## config.mk

```make
export PLATFORM = sky130hd
export DESIGN_NAME = fifo_bridge_ctrl
export DESIGN_NICKNAME = d
export VERILOG_FILES = /design/src/rtl/fbc_pkg.sv /design/src/rtl/fbc_sequencer.sv /design/src/rtl/fbc_rx_stage.sv /design/src/rtl/fbc_tx_stage.sv /design/src/rtl/fifo_bridge_ctrl.sv
export SDC_FILE = /design/constraint.sdc
export NUM_CORES = 1
export LEC_CHECK = 0
export ABC_AREA = 1
export BUFFER_PORTS_ARGS = -buffer_cell sky130_fd_sc_hd__buf_4
export CAP_MARGIN = 15
export CORE_MARGIN = 4
export CORE_UTILIZATION = 43
export DETAILED_ROUTE_END_ITERATION = 12
export GPL_ROUTABILITY_DRIVEN = 0
export PLACE_DENSITY = 0.81
export SYNTH_ARGS = -nofsm -noshare
export SYNTH_HDL_FRONTEND = slang
export SYNTH_SLANG_ARGS = --single-unit
```

## constraint.sdc

```tcl
create_clock -name clk -period 1.9 [get_ports clk]
set_clock_uncertainty 0.1 [all_clocks]
set_input_delay 0.38 -clock clk [delete_from_list [all_inputs] [get_ports clk]]
set_output_delay 0.38 -clock clk [all_outputs]
set_load 0.02 [all_outputs]
```

## src/rtl/fbc_pkg.sv

```systemverilog
package fbc_pkg;
   typedef enum logic [1:0] {
      ST_IDLE    = 2'd0,
      ST_RD_TURN = 2'd1,
      ST_RD      = 2'd2,
      ST_WR      = 2'd3
   } fbc_state_t;

   function automatic int unsigned fbc_cnt_width(input int unsigned limit);
      return (limit < 1) ? 1 : $clog2(limit + 1);
   endfunction
endpackage

```

## src/rtl/fbc_sequencer.sv

```systemverilog
module fbc_sequencer
   import fbc_pkg::*;
#(
   parameter int unsigned MAX_BURST = 16
) (
   input  logic       clk,
   input  logic       rst_n,
   input  logic       rxf_n,
   input  logic       txe_n,
   input  logic       wr_pending,
   input  logic       hold_next,
   input  logic       wr_fire,
   output fbc_state_t state
);
   localparam int unsigned CW = fbc_cnt_width(MAX_BURST);

   fbc_state_t state_q, state_d;
   logic       limit_hit;

   generate
      if (MAX_BURST == 0) begin : g_unlimited
         assign limit_hit = 1'b0;
      end else begin : g_limited
         logic [CW-1:0] cnt_q;
         logic [CW-1:0] cnt_inc;
         assign cnt_inc   = cnt_q + CW'(wr_fire);
         assign limit_hit = wr_fire && (cnt_inc == CW'(MAX_BURST));
         always_ff @(posedge clk or negedge rst_n) begin
            if (!rst_n)                 cnt_q <= '0;
            else if (state_q != ST_WR)  cnt_q <= '0;
            else                        cnt_q <= cnt_inc;
         end
      end
   endgenerate

   always_comb begin
      state_d = state_q;
      case (state_q)
         ST_IDLE: begin
            if (!rxf_n)                     state_d = ST_RD_TURN;
            else if (!txe_n && wr_pending)  state_d = ST_WR;
         end
         ST_RD_TURN:                        state_d = ST_RD;
         ST_RD:      if (rxf_n)             state_d = ST_IDLE;
         ST_WR:      if (txe_n || !hold_next || limit_hit) state_d = ST_IDLE;
         default:                           state_d = ST_IDLE;
      endcase
   end

   always_ff @(posedge clk or negedge rst_n) begin
      if (!rst_n) state_q <= ST_IDLE;
      else        state_q <= state_d;
   end

   assign state = state_q;
endmodule

```

## src/rtl/fbc_rx_stage.sv

```systemverilog
module fbc_rx_stage #(
   parameter int unsigned DATA_W = 8
) (
   input  logic              clk,
   input  logic              rst_n,
   input  logic              rd_window,
   input  logic              rxf_n,
   input  logic [DATA_W-1:0] bus_in,
   input  logic              rx_ready,
   output logic              rd_n,
   output logic              rx_valid,
   output logic [DATA_W-1:0] rx_data
);
   logic              valid_q;
   logic [DATA_W-1:0] data_q;
   logic              slot_free;
   logic              take;

   assign slot_free = !valid_q || rx_ready;
   assign rd_n      = !(rd_window && slot_free);
   assign take      = rd_window && slot_free && !rxf_n;

   always_ff @(posedge clk or negedge rst_n) begin
      if (!rst_n) begin
         valid_q <= 1'b0;
         data_q  <= '0;
      end else if (take) begin
         valid_q <= 1'b1;
         data_q  <= bus_in;
      end else if (rx_ready) begin
         valid_q <= 1'b0;
      end
   end

   assign rx_valid = valid_q;
   assign rx_data  = data_q;
endmodule

```

## src/rtl/fbc_tx_stage.sv

```systemverilog
module fbc_tx_stage #(
   parameter int unsigned DATA_W = 8
) (
   input  logic              clk,
   input  logic              rst_n,
   input  logic              wr_window,
   input  logic              txe_n,
   input  logic              tx_valid,
   input  logic [DATA_W-1:0] tx_data,
   output logic              tx_ready,
   output logic              wr_n,
   output logic [DATA_W-1:0] bus_out,
   output logic              hold_valid,
   output logic              hold_next,
   output logic              wr_fire
);
   logic              hold_q;
   logic [DATA_W-1:0] data_q;
   logic              load;

   assign wr_fire   = wr_window && hold_q && !txe_n;
   assign tx_ready  = wr_window && (!hold_q || wr_fire);
   assign load      = tx_valid && tx_ready;
   assign hold_next = load || (hold_q && !wr_fire);
   assign wr_n      = !(wr_window && hold_q);

   always_ff @(posedge clk or negedge rst_n) begin
      if (!rst_n) begin
         hold_q <= 1'b0;
         data_q <= '0;
      end else begin
         hold_q <= hold_next;
         if (load) data_q <= tx_data;
      end
   end

   assign bus_out    = data_q;
   assign hold_valid = hold_q;
endmodule

```

## src/rtl/fifo_bridge_ctrl.sv

```systemverilog
module fifo_bridge_ctrl
   import fbc_pkg::*;
#(
   parameter int unsigned DATA_W    = 8,
   parameter int unsigned MAX_BURST = 16
) (
   input  logic              clk,
   input  logic              rst_n,
   input  logic              dev_rxf_n,
   input  logic              dev_txe_n,
   output logic              dev_rd_n,
   output logic              dev_wr_n,
   output logic              dev_oe_n,
   input  logic [DATA_W-1:0] bus_in,
   output logic [DATA_W-1:0] bus_out,
   output logic              bus_drive,
   output logic              rx_valid,
   input  logic              rx_ready,
   output logic [DATA_W-1:0] rx_data,
   input  logic              tx_valid,
   output logic              tx_ready,
   input  logic [DATA_W-1:0] tx_data
);
   generate
      if (DATA_W < 1) begin : g_bad_width
         $error("fifo_bridge_ctrl: DATA_W must be at least 1");
      end
      if (MAX_BURST > 65535) begin : g_bad_burst
         $error("fifo_bridge_ctrl: MAX_BURST must not exceed 65535");
      end
   endgenerate

   fbc_state_t state;
   logic       hold_valid, hold_next, wr_fire;
   logic       rd_window, wr_window;

   assign rd_window = (state == ST_RD);
   assign wr_window = (state == ST_WR);
   assign dev_oe_n  = !((state == ST_RD_TURN) || (state == ST_RD));
   assign bus_drive = wr_window;

   fbc_sequencer #(.MAX_BURST(MAX_BURST)) u_seq (
      .clk        (clk),
      .rst_n      (rst_n),
      .rxf_n      (dev_rxf_n),
      .txe_n      (dev_txe_n),
      .wr_pending (hold_valid || tx_valid),
      .hold_next  (hold_next),
      .wr_fire    (wr_fire),
      .state      (state)
   );

   fbc_rx_stage #(.DATA_W(DATA_W)) u_rx (
      .clk       (clk),
      .rst_n     (rst_n),
      .rd_window (rd_window),
      .rxf_n     (dev_rxf_n),
      .bus_in    (bus_in),
      .rx_ready  (rx_ready),
      .rd_n      (dev_rd_n),
      .rx_valid  (rx_valid),
      .rx_data   (rx_data)
   );

   fbc_tx_stage #(.DATA_W(DATA_W)) u_tx (
      .clk        (clk),
      .rst_n      (rst_n),
      .wr_window  (wr_window),
      .txe_n      (dev_txe_n),
      .tx_valid   (tx_valid),
      .tx_data    (tx_data),
      .tx_ready   (tx_ready),
      .wr_n       (dev_wr_n),
      .bus_out    (bus_out),
      .hold_valid (hold_valid),
      .hold_next  (hold_next),
      .wr_fire    (wr_fire)
   );
endmodule

```

# After elaboration in Yosys (flattened, before gate mapping)
# Index checks and enable logic that the tools add are counted.
[classes]
n_addsub = 1
mul = 0
div_mod_pow = 0
magnitude_cmp = 0
n_eq_ne = 8
shifts = 0
mux = 8
bitwise = 0
n_reduce_logical = 28
[op_table]
columns = ["cell", "n"]
rows = [
  ["$logic_and A1 B1 Y1", 9],
  ["$logic_not A1 Y1", 9],
  ["$mux W2", 4],
  ["$pmux W2 S4", 1],
  ["$logic_or A1 B1 Y1", 7],
  ["$ne A2 B2 Y1 const B", 3],
  ["$add A5 B1 Y5", 1],
  ["$eq A5 B5 Y1 const B", 1],
  ["$mux W5", 1],
  ["$eq A2 B2 Y1 const B", 2],
  ["$ne A3 B2 Y1 const B", 1],
  ["$reduce_and A3 Y1", 1],
  ["$eq A2 B1 Y1 const B", 1],
  ["$logic_not A2 Y1", 1],
  ["$mux W1", 2],
  ["$reduce_bool A2 Y1", 1],
]
[totals]
ff_bits = 25
latch_bits = 0
ram_bits = 0
rom_bits = 0
word_cells = 51
memories = 0

# Logic depth before layout (Yosys ltp)
# Gate-level depths: netlist of run 1.
[logic_depth]
depth_word = 12
mapped_depth = 14
depth_no_buf = 14

# Hierarchy
# Synthesis of run 1 repeated with hierarchy kept, for this count alone.
[unflattened]
cells_unflattened = 141
hier_area_um2 = 1227.4
[modules_own_cells]
columns = ["mod", "instances", "cells_per_inst", "area_each_um2", "seq_area_each_um2"]
rows = [
  ["fbc_sequencer", 1, 53, 409.1, 175.2],
  ["fbc_rx_stage", 1, 41, 401.6, 225.2],
  ["fbc_tx_stage", 1, 41, 376.6, 225.2],
  ["fifo_bridge_ctrl", 1, 6, 40.0, 0.0],
]

# Worst setup path before layout of run 1
# No wires, ideal clock.
[synth_path]
path_type = "reg-to-reg"
start = "reg u_seq.state_q[0], in the netlist u_seq.state[0]"
end = "reg u_seq.state_q[0], in the netlist u_seq.state[0]"
arrival_ns = 1.968
t_required_ns = 1.683
setup_slack_ns = -0.285
stages_incl_launch_ff = 14
cell_sequence = "dfrtp_1 > ha_1 > nand2_2 > nor2_2 > ha_1 > ha_1 > nor2_1 > nand2_1 > nor2_1 > nand3_1 > nand2_2 > nand2_2 > nand2_1 > nand2_1"
[synth_between]
elab_chain_len = 12
word_cells_on_any_way = 23
[synth_rtl]
columns = ["element", "line", "rtl"]
rows = [
  ["start, declared", "fbc_sequencer.sv:17", "fbc_state_t state_q, state_d;"],
  ["start signal, assigned", "fbc_sequencer.sv:52", "else state_q <= state_d;"],
  ["$eq A2 B2 Y1 (*)", "fifo_bridge_ctrl.sv:38", "assign wr_window = (state == ST_WR);"],
  ["named net bus_drive", "fifo_bridge_ctrl.sv:16", "output logic bus_drive,"],
  ["parallel branches: the longest is 11 deep, another holds $add A5 B1 Y5", "--", ""],
]
# Mark *: on every way through the listed nets, which the timed path passes.
# A chain may end at the register's enable or synchronous reset.

# Worst setup path after layout of run 1
[layout_path]
start = "reg u_seq.state_q[1], in the netlist u_seq.state[1]"
end = "out dev_oe_n"
[layout_between]
elab_chain_len = 3
word_cells_on_any_way = 4
[layout_rtl]
columns = ["element", "line", "rtl"]
rows = [
  ["$eq A2 B1 Y1 / $eq A2 B2 Y1 (equally long branches)", "fifo_bridge_ctrl.sv:39", "assign dev_oe_n = !((state == ST_RD_TURN) || (state == ST_RD));"],
  ["$logic_or A1 B1 Y1 (*)", "fifo_bridge_ctrl.sv:39", ""],
  ["$logic_not A1 Y1 (*)", "fifo_bridge_ctrl.sv:39", ""],
  ["end, declared", "fifo_bridge_ctrl.sv:13", "output logic dev_oe_n,"],
]
# Every way passes the cells marked *; elsewhere a longest branch is shown, timed or not.

==> out/metrics.cfg, run 1 <==
[sta]
drv_slew = 0
achievable_freq_mhz = 510
setup-violations-final = 1
period_share_pct = 103
layout_setup_ws_ns = -0.0613
relSlewSlack_pct = 78.7
tightestPinTransition_ns = 0.319
final.hold.worst_slack_ns = 0.176
grt_setup_unrepaired = true
fin_setup_tns_ns = -0.0613
min_period_ns = 1.96
number_of_hold_violations_in_the_final_report = 0

[pwr]
clock_power_share_pct = 9.3
power.combinational.fraction_pct = 56.3
power.share.sequential_pct = 34.4
power.switching_w = 0.000990
swShare_pct = 38.8
power.density_nw_per_um2 = 1470
static-leakage-power_nw = 0.918
internal-power_w = 0.00156
worst_case_vdd_ir_drop_mv = 1.02

[cts]
clock_sinks = 25
tritoncts = yes
cts.clk_slew.worst_paths_ns = 0.14
clock_tree.buffer_depth = 2
cts_root_buffer = clkbuf_4
numCtsBuffers = 3
worstSkewPairLatency_ns = 0.32
clock_tree.htree_level_count = 1

[routing]
drc_errors = 0
routed_wl_mm = 2.52
detail_route.first_pass.iterations = 4
detail-route-antenna-nets = 0
vias = 951
via_per_inst = 4.98
wl_per_cell_um = 13.2
detailedRoute.firstIterationViolations = 18

[grt]
globalRoute.totalOverflow = 0
groute.usage.overall_pct = 15.1
grt_antenna_before_repair = 0
wire_length_of_the_first_global_routing_pass_mm = 4.17
grt_start_max_net_pins = 26
vias_in_the_first_global_route = 1029

[yosys]
synth.lib_cells_used.distinct = 18
yosysSeqAreaShare_pct = 52.5
synth.cell_area_sq_um = 1190
postSynthRegisterBits = 25
gate_count_of_the_mapped_netlist = 105
synth_area_per_cell_sq_um = 11.4
synth.net_count = 134
synth.yosys.warnings = 0

[die]
placeableCoreArea_sq_um = 2570
effective_utilization_at_floorplan_pct = 46.4
top_level_ports = 44
floorplan.die.width_um = 60.7
dieArea_sq_um = 3680
die-height_um = 60.7
num_rows = 18

[placement]
half_perimeter_wire_length_after_placement_mm = 1.92
post-place-cells = 182
post-place-ws_ns = -0.0164
port_buffers = 43

[finish]
final_common_cell = buf_4
count_of_antenna_diodes_in_the_layout = 0
post-route-util_pct = 67.4
final_cell_mix = 46 x buf_4, 25 x dfrtp_1, 17 x nand2_1
final_net_count = 191
synthToLayoutAreaGrowth_pct = 45.2
drive_gt1_share_pct = 54.7
final_cells = 191

[worst_setup_path]
startpoint_type = flop
path_max_fanout = 3
cp.arrival_ns = 1.48
critical_path.endpoint_type = output port
timing_worst_setup_path_type = flop to output port
critPathRequiredTime_ns = 1.42

[outcome]
violations = negative setup slack
status = complete, but fails checks

[job]
drv.max_cap_violation_count = 0

[min_path]
min_path_type = input port to flop

per-layer routing:
| layer | vias to the layer above | global-route usage [%] | wire [um] |
|---|---|---|---|
| li1 | 459 | - | - |
| met1 | 452 | 17.2 | 1020 |
| met2 | 35 | 26.0 | 1240 |
| met3 | 5 | 5.96 | 234 |
| met4 | 0 | 4.64 | 28 |
| met5 | - | 0 | 0 |
state kept, by name, indices dropped and copies added (netlist names):
name	cells
u_seq.state	2
u_tx.hold_valid	1
u_seq.g_limited.cnt_q	5
u_rx.rx_data	8
u_rx.rx_valid	1
u_tx.bus_out	8
repair_timing:
action                                 in CTS  in global routing
hold buffers                                1                  0
pin swaps                                   2                  8
buffers inserted                            0                  4
gates resized for setup                     3                 10
setup endpoints to repair                   5                 13
endpoints found under the hold margin      25                  0
cells by family (layout without fill, tap and decap cells):
group | count (synthesis) | count (layout) | synth area share, %
AOI/OAI and AO/OA | 4 | 4 | 2.73
and+or+nand+nor | 39 | 39 | 14.8
adders and majority gates | 7 | 7 | 7.34
DFF | 25 | 25 | 52.5
muxes | 17 | 17 | 18.6
buffers and inverters | 13 | 69 | 4.09
power groups by stage:
stage	Clock, W	Combinational, W	Sequential (W)
final	0.000238	0.00144	0.000876
after global routing	0.000277	0.00155	0.000908
after CTS	0.000246	0.00136	0.000877
after detailed placement	0	0.00134	0.000886
after global placement	0	0.00131	0.000873
after floorplan	0	0.000548	0.00111
cell type report:
| type | instances | area (sq um) |
|---|---|---|
| Fill cell | 219 | 836 |
| Sequential cell | 25 | 626 |
| Multi-Input combinational cell | 67 | 576 |
| Timing Repair Buffer | 52 | 412 |
| Inverter | 13 | 53.8 |
| Tap cell | 30 | 37.5 |
| Clock buffer | 3 | 22.5 |
| Clock inverter | 1 | 5.00 |
cell usage after synthesis, drive strengths merged:
cell type / n / area share [%]
nor2: 8 / 2.7
a31oi: 1 / 0.52
a21oi: 2 / 1.8
o21ai: 1 / 0.42
dfrtp: 25 / 52
nand4: 2 / 1.0
nor3: 1 / 0.42
mux2: 17 / 19
inv: 13 / 4.1
nand3: 5 / 2.1
ha: 7 / 7.3
nand2: 23 / 8.5
per-stage QoR:
| stage | power (W) | cell area (sq um) |
|---|---|---|
| after floorplan | 0.00166 | 1240 |
| after global routing | 0.00273 | 1730 |
| final | 0.00255 | 1730 |
| after global placement | 0.00218 | 1630 |
| after detailed placement | 0.00223 | 1630 |
| after CTS | 0.00248 | 1670 |
critical path: stages, from the launching register on:
cell and delay, ns:
dfrtp_1 0.44, buf_4 0.15, buf_6 0.12, inv_4 0.05
ha_1 0.22, inv_1 0.07, buf_6 0.11
path summary, 6_finish.rpt:
kind,start,to,slack (ns),cells after the start
min reg2reg,u_tx.bus_out[7]$_DFFE_PN0P_,u_tx.bus_out[7]$_DFFE_PN0P_,0.43,1
min in group asynchronous,rst_n,u_tx.bus_out[3]$_DFFE_PN0P_,0.38,2
max reg2reg,u_seq.state[1]$_DFFE_PN0P_,u_seq.state[1]$_DFFE_PN0P_,0.02,13
min,tx_data[5],u_tx.bus_out[5]$_DFFE_PN0P_,0.18,2
max in group asynchronous,rst_n,u_rx.rx_data[6]$_DFFE_PN0P_,1.07,2
max,u_seq.state[1]$_DFFE_PN0P_,dev_oe_n,-0.06,6
Power figures use the tool's default switching activity.
==> run 2, diff against run 1 <==
Settings changed: CORE_ASPECT_RATIO set to 1.1.
==> out/metrics.cfg, run 2 (synthesis results as in run 1) <==
[outcome]
status = finished clean

[cts]
cts_root_buffer = clkbuf_4
cts.clk_slew.worst_paths_ns = 0.14
numCtsBuffers = 3
clock_sinks = 25
worstSkewPairLatency_ns = 0.32
clock_tree.buffer_depth = 2
tritoncts = yes
clock_tree.htree_level_count = 1

[routing]
drc_errors = 0
detail_route.first_pass.iterations = 4
via_per_inst = 4.91
detail-route-antenna-nets = 0
detailedRoute.firstIterationViolations = 22
routed_wl_mm = 2.43
vias = 933
wl_per_cell_um = 12.8

[finish]
final_common_cell = buf_4
count_of_antenna_diodes_in_the_layout = 0
final_cell_mix = 48 x buf_4, 25 x dfrtp_1, 18 x nand2_1
synthToLayoutAreaGrowth_pct = 43.0
drive_gt1_share_pct = 53.5
post-route-util_pct = 66.4
final_net_count = 189
layout.cell_area.non_filler_sq_um = 1710

[pwr]
static-leakage-power_nw = 0.901
total_power_w = 0.00248
power.density_nw_per_um2 = 1460
worst_case_vdd_ir_drop_mv = 0.976

[sta]
drv_slew = 0
relSlewSlack_pct = 79.8
grt_setup_unrepaired = true
setup-violations-final = 0
achievable_freq_mhz = 533
period_share_pct = 98.7
tightestPinTransition_ns = 0.303
min_period_ns = 1.88
final.hold.worst_slack_ns = 0.177
number_of_hold_violations_in_the_final_report = 0

[grt]
wire_length_of_the_first_global_routing_pass_mm = 4.19
globalRoute.totalOverflow = 0
vias_in_the_first_global_route = 958
grt_antenna_before_repair = 0
groute.usage.overall_pct = 14.4
grt_start_max_net_pins = 26

[die]
floorplan.die.width_um = 58.2
placeableCoreArea_sq_um = 2570
dieArea_sq_um = 3680
effective_utilization_at_floorplan_pct = 46.4
top_level_ports = 44
num_rows = 19
die-height_um = 63.2

[worst_setup_path]
timing_worst_setup_path_type = flop to output port
cpMaxStageDelayCell = dfrtp_1
reg2reg_setup_slack_ns = 0.03
cp.arrival_ns = 1.40
category_of_cells_accounting_for_the_largest_share_of_critical_path_delay = flip-flops
critPathRequiredTime_ns = 1.42
largest_stage_delay_on_the_critical_path_ns = 0.42
path_buf_inv = 4
timing.critical_path.mode_cell = buf_4
path_max_fanout = 3
critical_path.endpoint_type = output port
startpoint_type = flop
crit_chain = buf_4 > inv_2 > ha_1 > inv_1 > buf_4

[placement]
dpl-instance-area_sq_um = 1630
half_perimeter_wire_length_after_placement_mm = 1.97
port_buffers = 43

[job]
drv.max_cap_violation_count = 0

[min_path]
min_path_type = input port to flop

[run 2: cell count changes in the layout (fill, tap and decap cells not counted)]
cell        change
nand2_2         -1
nor2_2          -1
buf_6           -4
clkinv_2        -1
buf_4           +2
clkinvlp_4      +1
nand2_1         +1
inv_4           -1
nor2_4          +1
inv_2           +1
[run 2: final timing paths]
path / startpoint / endpoint / depth (start not counted)
worst max-delay path: u_seq.state[0]$_DFFE_PN0P_ / dev_oe_n / 5
worst min-delay path: bus_in[0] / u_rx.rx_data[0]$_DFFE_PN0P_ / 2
worst max register to register: u_seq.state[0]$_DFFE_PN0P_ / u_seq.state[0]$_DFFE_PN0P_ / 13
worst min register to register: u_rx.rx_data[1]$_DFFE_PN0P_ / u_rx.rx_data[1]$_DFFE_PN0P_ / 1
max in group asynchronous: rst_n / u_tx.bus_out[4]$_DFFE_PN0P_ / 2
min in group asynchronous: rst_n / u_seq.state[1]$_DFFE_PN0P_ / 2
[run 2: power breakdown]
part,total (W),switching [W],leakage (nW),internal [W]
Clock,0.000241,0.000160,0.0139,0.0000805
Combinational,0.00137,0.000677,0.575,0.000693
Sequential,0.000872,0.000128,0.312,0.000744
Total,0.00248,0.000966,0.901,0.00152
[run 2: repair_timing]
action,CTS,global route
hold endpoints to repair,25,0
resized for setup,3,5
gates cloned,0,0
hold buffers,1,0
setup endpoints to repair,5,13
setup buffers,1,2
pin swaps,1,9
[run 2: area by class of cell]
type                            count  area, sq um
Clock inverter                      1         7.51
Sequential cell                    25          626
Fill cell                         206          862
Multi-Input combinational cell     67          578
Tap cell                           31         38.8
Inverter                           13         51.3
Clock buffer                        3         22.5
Timing Repair Buffer               50          382
[run 2: stage by stage]
step,cells,worst slack (ns),TNS (ns)
2_1_floorplan,105,-0.0537,-0.107
3_3_place_gp,183,0.0726,0
3_5_place_dp,183,0.00107,0
4_1_cts,189,0.00540,0
5_1_grt,190,-0.0949,-0.326
6_report,190,0.0248,0
[run 2: metal layers]
layer	part of all wire, %	up-vias	global-route usage (%)	wire length, um
met5	0	-	0	0
met4	1.2	0	4.93	29
met3	9.8	2	3.88	238
met2	51	44	24.4	1230
met1	38	434	17.4	933
li1	-	453	-	-
